### src/rtl/stub_sync_check.sv
module stub_sync_check #(
  parameter int BX_LAST   = 3563,
  parameter int BX_W      = 12,
  parameter int CNT_W     = 16,
  parameter int THR_RESET = 8
) (
  input  logic             clk,
  input  logic             rst_n,
  input  logic [15:0]      frame_i,
  input  logic             ccb_bc0_i,
  input  logic             bx_rst_i,
  input  logic             wr_en_i,
  input  logic             wr_sel_i,
  input  logic [15:0]      wr_data_i,
  output logic [31:0]      stub_o,
  output logic             stub_vld_o,
  output logic [CNT_W-1:0] err_cnt_o,
  output logic             oos_o
);
  logic             phase;
  logic [15:0]      hi_q;
  logic             ccb_lat;
  logic [BX_W-1:0]  bx;
  logic             sticky;
  logic [1:0]       ctl;
  logic [CNT_W-1:0] thr;

  wire [31:0] raw     = {hi_q, frame_i};
  wire        at_zero = (bx == '0);
  wire        ccb_hit = ccb_bc0_i | ccb_lat;
  wire        bc0_bad = (raw[11] != at_zero) | (ccb_hit != at_zero);
  wire        bx0_bad = (raw[10] != bx[0]);
  wire        se      = raw[9] | bc0_bad | bx0_bad | sticky;
  wire        vp      = raw[31] & ~(se & ctl[0]);
  wire [3:0]  qual    = (se & ctl[1]) ? 4'd0 : raw[30:27];
  wire [31:0] fixed   = {vp, qual, raw[26:10], se, raw[8:0]};

  assign oos_o = err_cnt_o > thr;

  always_ff @(posedge clk) begin
    if (!rst_n) begin
      phase      <= 1'b0;
      hi_q       <= '0;
      ccb_lat    <= 1'b0;
      bx         <= '0;
      sticky     <= 1'b0;
      ctl        <= '0;
      thr        <= CNT_W'(THR_RESET);
      err_cnt_o  <= '0;
      stub_o     <= '0;
      stub_vld_o <= 1'b0;
    end else begin
      if (wr_en_i) begin
        if (wr_sel_i) thr <= wr_data_i[CNT_W-1:0];
        else          ctl <= wr_data_i[1:0];
      end
      if (bx_rst_i) begin
        phase      <= 1'b0;
        ccb_lat    <= 1'b0;
        bx         <= '0;
        sticky     <= 1'b0;
        err_cnt_o  <= '0;
        stub_vld_o <= 1'b0;
      end else begin
        stub_vld_o <= phase;
        if (!phase) begin
          phase   <= 1'b1;
          hi_q    <= frame_i;
          ccb_lat <= ccb_bc0_i;
        end else begin
          phase   <= 1'b0;
          ccb_lat <= 1'b0;
          stub_o  <= fixed;
          bx      <= (bx == BX_W'(BX_LAST)) ? '0 : bx + 1'b1;
          sticky  <= sticky | bc0_bad;
          if (se && !(&err_cnt_o)) err_cnt_o <= err_cnt_o + 1'b1;
        end
      end
    end
  end
endmodule

### config.mk
export PLATFORM = sky130hd
export DESIGN_NAME = stub_sync_check
export DESIGN_NICKNAME = d
export VERILOG_FILES = /design/src/rtl/stub_sync_check.sv
export SDC_FILE = /design/constraint.sdc
export NUM_CORES = 1
export LEC_CHECK = 0
export BUFFER_PORTS_ARGS = -buffer_cell sky130_fd_sc_hd__buf_2
export CAP_MARGIN = 20
export CORE_ASPECT_RATIO = 0.5
export CORE_MARGIN = 3
export CORE_UTILIZATION = 30
export DETAILED_ROUTE_END_ITERATION = 12
export GPL_TIMING_DRIVEN = 0
export PLACE_DENSITY = 0.6
export SLEW_MARGIN = 30
export SYNTH_ARGS = -nofsm -noshare
export SYNTH_HDL_FRONTEND = slang
export SYNTH_SLANG_ARGS = --single-unit
### constraint.sdc
create_clock -name clk -period 2.7 [get_ports clk]
set_input_delay 0.54 -clock clk [delete_from_list [all_inputs] [get_ports clk]]
set_output_delay 0.54 -clock clk [all_outputs]
set_load 0.02 [all_outputs]
==> results of run 1 <==
==> final cells by class <==
type                            instances  area, sq um
Fill cell                            1477         8570
Multi-Input combinational cell        377         2290
Sequential cell                        98         1960
Timing Repair Buffer                   87          435
Tap cell                              192          240
Clock buffer                            9          225
Buffer                                 26          114
Inverter                               23         86.3
Clock inverter                          7         72.6
==> timing repair <==
item,CTS,global route
resized for setup,0,1
setup endpoints to repair,0,1
hold endpoints to repair,0,0
hold buffers,0,0
==> layout by cell type (no fill, tap or decap), drive strengths merged, types with 5 or more instances in the layout <==
master	n
and2	5
nand3	9
nor2	18
mux2i	5
nand2	137
ha	19
inv	26
nand4	16
or3	6
o21ai	11
a21oi	17
dfxtp	98
clkbuf	31
nand2b	7
nor2b	5
buf	91
xor2	8
a21boi	59
==> state kept, by name (all words and copies together) (netlist names), 2 cells and up <==
register,count
bx,12
ctl,2
err_cnt_o,16
stub_o,32
hi_q,16
thr,16
==> through the flow <==
stage	setup TNS [ns]	setup slack, ns	cell area, sq um	utilization, %	total power, uW
2_1_floorplan	0	0.455	4450	-	1690
3_3_place_gp	0	0.337	5120	36.6	1780
3_5_place_dp	0	0.317	5120	36.6	1790
4_1_cts	0	0.101	5420	38.7	3050
5_1_grt	-0.00234	-0.00234	5430	38.8	3150
6_report	0	0.178	5430	38.8	3010
==> power by group through the flow <==
stage	clock network [uW]	registers (uW)	logic, uW
floorplan	0	1550	139
global placement	0	1540	246
detailed placement	0	1540	249
CTS	1300	1510	250
global route	1360	1510	281
finish	1260	1510	248
==> cell families after synthesis <==
family / count (synthesis) / synth area share [%]
AND/OR/NAND/NOR: 226 / 23.6
AO/OA/AOI/OAI: 115 / 18.9
flip-flops: 98 / 44.1
buffers and inverters: 49 / 4.50
adder cells (fa/ha/maj): 19 / 5.34
XOR/XNOR: 11 / 2.17
multiplexers: 6 / 1.38
==> per-layer routing <==
| layer | track usage (%) | share of wire [%] | up-vias |
|---|---|---|---|
| li1 | - | - | 2003 |
| met1 | 19.0 | 49 | 1806 |
| met2 | 22.5 | 45 | 71 |
| met3 | 3.72 | 5.1 | 10 |
| met4 | 3.69 | 0.89 | 0 |
| met5 | 0 | 0 | - |
==> worst max path at each step <==
| stage | start | to | slack, ns |
|---|---|---|---|
| final | err_cnt_o[1] | oos_o | 0.18 |
| after global placement | bx[0] | stub_o[9] | 0.34 |
| after CTS | err_cnt_o[11] | oos_o | 0.10 |
| after global routing | err_cnt_o[11] | oos_o | -0.002 |
| after floorplan | bx[0] | err_cnt_o[14] | 0.45 |
| after detailed placement | bx[0] | err_cnt_o[1] | 0.32 |
==> worst max-delay path, cell delays in order (launching register included) <==
cell and delay, ns:
dfxtp_1 0.41, ha_1 0.27, nor2b_1 0.13, o211ai_1 0.16, a21oi_1 0.12, nor4bb_1 0.26, o32ai_1 0.13, buf_2 0.18
==> key figures, run 1 <==
Status
  • Outcome: complete, no violations

Layout
  • Post-Layout Cell Count: between 800 and 900
  • Nets: between 600 and 700
  • N_diodes: 0
  • Synth-to-layout area growth: 22.0%
  • Share of post-route cells with drive strength above 1: a little under a fifth

Setup path
  • Crit path max fanout: 5
  • R2R cell count: 8
  • WP data arrival: 1.98 ns
  • WP data required: about 2.2 ns
  • Worst r2r src: bx[0]
  • CP Launch Type: flop
  • FF-to-FF setup slack: roughly 0.29 ns
  • Critical path capture point type: primary output
  • Kind of critical path: reg2out
  • Worst r2r dst: err_cnt_o[12]

STA
  • Crit share post-route: between 90 and 100%
  • Worst rel slew slack: between 50 and 60%
  • Worst-margin pin slew: between 0.6 and 0.7 ns
  • F_max: about 400 MHz
  • Pins over their slew limit: 0
  • Hold Slack: 0.422 ns
  • Min Tclk post-route: 2.52 ns
  • Hold Vio Cnt, Final: 0
  • Final setup fails: 0
  • Worst Skew: approximately 0.01 ns

Detailed routing
  • Total wire length: around 11000 um
  • Vias: slightly below 4000
  • Detailed Route Iter0 Violations: 200
  • Vias/cell: between 4 and 5
  • DRT Pass-1 Iters: 4
  • Drc violations: 0
  • Antenna Nets Post-Route: 0
  • Avg WL per Cell: ~14 um

Logic synthesis
  • Post-Syn Nets: 581
  • Post-synth top cells: 137 x nand2_1, 98 x dfxtp_1, 58 x a21boi_0
  • Cell variety after synth: 54
  • Share of the synthesized area in the top cell type: between 40% and 50%
  • Avg Cell Area, Syn: around 8.5 sq um
  • Sequential fraction of the synthesis area: between 40% and 50%
  • Dominant cell type by area after synthesis: dfxtp_1
  • Largest cells by area after synthesis: dfxtp_1 44%, nand2_1 12%, a21boi_0 9.8%
  • Post-synth EDFFs: 0
  • Post-Syn Instances: around 520
  • Yosys reg bits: 98
  • Top-count cell post-synth: nand2_1
  • YS warnings: 0
  • Top FF cell, synth: dfxtp_1
  • Post-synth ARST share: 0%
  • Mapped cell area: 0.00445 sq mm

Flow run
  • Max Cap Violations: 0

Floorplan
  • Die height: roughly 92 um
  • Core area: 0.0140 sq mm
  • Die area: 0.0164 sq mm
  • Top Ports: 88
  • Initial cell density of the core: 31.8%
  • Die W: 178 um
  • FP Rows: 30

Global routing
  • Initial antenna violation count: 0
  • Pin count of the biggest net entering global routing: 20
  • First-pass GRT wire length: roughly 19000 um
  • GRT Total Usage: between 10% and 20%
  • Vias in the first global route: roughly 3700
  • Gr ovfl total: 0

Power and ir drop
  • Static Leakage: ~0.0022 uW
  • Switching share of power: 25.9%
  • Switching power: about 800 uW
  • Internal Pwr Total: about 2200 uW
  • Clock network fraction of total power: roughly two fifths
  • PD cells: around 560 mW/mm^2
  • Maximum vdd drop: 0.267 mV
  • Comb pwr share: just over 8%
  • Sequential Power Share: around half

Worst hold path
  • Hold Path Origin: wr_data_i[3]
  • Hold Path Class: in2reg
  • Hold EP: thr[3]
  • Hold path cells: 3

Clock network
  • CTS tree: done
  • Clk root buf: clkbuf_16
  • Total CTS buffers: 9
  • Post-CTS Setup Bufs: 0
  • Clock Tree Buf Depth: 2
  • H-tree lvl count: 3
  • Clock-pin transition on the worst setup and hold timing paths: 0.07 ns
  • Clock Latency Late Sink: ~0.35 ns
  • Clock sink count: 98

Place
  • HPWL Detailed: around 8700 um
  • Port buffer count: 87
  • DP Cell Count: between 800 and 900
  • GP Congestion: 0.803
Note: power is estimated with default switching activity, not from simulation.
==> run 2: changes to the inputs <==
Settings changed: CORE_ASPECT_RATIO 0.5 to 0.75.
==> run 2 against run 1 <==
Net effect: combinational power is 2% higher; largest power group unchanged; clock power grew 10%; sequential share of layout area decreased by 0.26 points; fmax is 3.0% lower; design area increased by 1.0%; wire length up 5.6%.
==> key figures, run 2 (same netlist as run 1, synthesis figures left out) <==
Layout
  • N_diodes: 0
  • Most frequent cells in the layout: 137 x nand2_1, 95 x dfxtp_1, 88 x buf_2
  • Final Cell Area: 0.00548 sq mm
  • Biggest register: stub_o
  • Synth-to-layout area growth: 23.3%
  • Commonest non-fill, non-tap cell in the layout: nand2_1
  • Share of post-route cells with drive strength above 1: around 20%
  • Nets: between 600 and 700
  • # fillers: ~1400
  • Post-Layout Cell Count: slightly above 800
  • Max FFs per register: 32

Global routing
  • GRT Total Usage: between 10 and 15%
  • Initial antenna violation count: 0
  • Pin count of the biggest net entering global routing: 18
  • Vias in the first global route: 3870
  • Gr ovfl total: 0
  • First-pass GRT wire length: 19500 um

Power and ir drop
  • Total Power: 3150 uW
  • Clock network fraction of total power: between 40 and 50%
  • PD cells: between 500 and 600 mW/mm^2
  • Internal Pwr Total: approximately 2400 uW
  • Maximum vdd drop: 0.341 mV
  • Comb pwr share: 8.0%
  • Switching share of power: 23.9%
  • Sequential Power Share: around 48%
  • Static Leakage: ~0.0022 uW
  • Switching power: 754 uW

Flow run
  • Max Cap Violations: 0

STA
  • Crit share post-route: 96.3%
  • Min Tclk post-route: about 2.6 ns
  • Hold Vio Cnt, Final: 0
  • Final total negative setup slack: 0 ns
  • Worst-margin pin slew: between 0.5 and 0.6 ns
  • Final setup fails: 0
  • Pins over their slew limit: 0
  • Worst rel slew slack: 62.5%
  • Hold Slack: ~0.43 ns
  • F_max: 385 MHz
  • Worst Skew: 0.00516 ns

Setup path
  • Kind of critical path: reg2out
  • Critical path capture point type: primary output
  • WP data arrival: slightly above 2 ns
  • FF-to-FF setup slack: 0.28 ns
  • CP Launch Type: flop
  • Crit path max fanout: 5
  • WP data required: 2.16 ns

Detailed routing
  • Avg WL per Cell: ~15 um
  • Detailed Route Iter0 Violations: 191
  • Total wire length: about 12000 um
  • Vias: about 4000
  • DRT Pass-1 Iters: 4
  • Antenna Nets Post-Route: 0
  • Vias/cell: about 4.8
  • Drc violations: 0

Clock network
  • Clock-pin transition on the worst setup and hold timing paths: 0.07 ns
  • Hold_buf cts: 0
  • Clock Latency Late Sink: 0.34 ns
  • Post-CTS Setup Bufs: 0
  • Clock sink count: 98
  • H-tree lvl count: 3
  • CTS tree: done
  • Total CTS buffers: 9
  • Clk root buf: clkbuf_16
  • Clock Tree Buf Depth: 2

Status
  • Outcome: complete, no violations

Worst hold path
  • Hold Path Class: in2reg

Place
  • HPWL Detailed: roughly 9000 um
  • Post-DP Area: about 0.0051 sq mm
  • Port buffer count: slightly below 90
  • GP Congestion: about 0.92
  • DP Cell Count: 806

Floorplan
  • Die height: roughly 110 um
  • Die W: 147 um
  • Die area: 0.0163 sq mm
  • Initial cell density of the core: about a third
  • Core area: about 0.014 sq mm
  • Top Ports: ~90
  • FP Rows: 37
[run 2: cell count changes in the layout (fill, tap and decap cells not counted), sizes merged]
| cell | delta |
|---|---|
| bufinv | +2 |
| clkinv | -2 |
| clkinvlp | +1 |
| inv | -1 |
[run 2: final timing paths]
| kind | startpoint | end | depth (start not counted) |
|---|---|---|---|
| max | err_cnt_o[1] | oos_o | 7 |
| min | wr_data_i[3] | thr[3] | 3 |
| min reg2reg | stub_o[15] | stub_o[15] | 2 |
| max reg2reg | bx[0] | err_cnt_o[1] | 8 |
[run 2: layout make-up]
class	instances	area (sq um)	area share (%)
plain buffers	26	114	2.08
clock buffers	9	225	4.11
clock inverters	7	100	1.83
inverters	23	86.3	1.57
multi-input cells	377	2310	42.1
flip-flops and latches	98	1970	35.9
well taps	195	244	4.45
repair buffers	87	435	7.94
[run 2: stage by stage]
stage | util [%] | worst slack (ns)
3_3_place_gp | 36.3 | 0.336
5_1_grt | 38.8 | -0.00116
2_1_floorplan | - | 0.455
4_1_cts | 38.6 | 0.00759
3_5_place_dp | 36.3 | 0.314
6_report | 38.8 | 0.0999
[run 2: routing by layer]
layer | wire length (um) | global-route usage [%] | part of all wire (%)
met5 | 0 | 0 | 0
met4 | 158 | 4.01 | 1.3
met3 | 611 | 3.95 | 5.1
met2 | 5100 | 22.1 | 43
met1 | 6120 | 21.0 | 51
[run 2: power groups by stage]
stage / clock network (uW) / registers (uW) / logic (uW)
3_5_place_dp: 0 / 1540 / 249
3_3_place_gp: 0 / 1540 / 243
5_1_grt: 1490 / 1510 / 283
6_report: 1390 / 1510 / 252
2_1_floorplan: 0 / 1550 / 139
4_1_cts: 1430 / 1510 / 250
[run 2: critical path, stage by stage (launching register included)]
cell	delay, ns
dfxtp_4	0.38
ha_4	0.24
nor2b_1	0.12
o211ai_1	0.18
a21oi_1	0.12
nor4bb_2	0.33
o32ai_1	0.16
buf_2	0.19
[run 2: timing repair]
item / 4_1_cts / 5_1_grt
endpoints found under the setup margin: 0 / 1
endpoints found under the hold margin: 0 / 0
resized for setup: 0 / 7
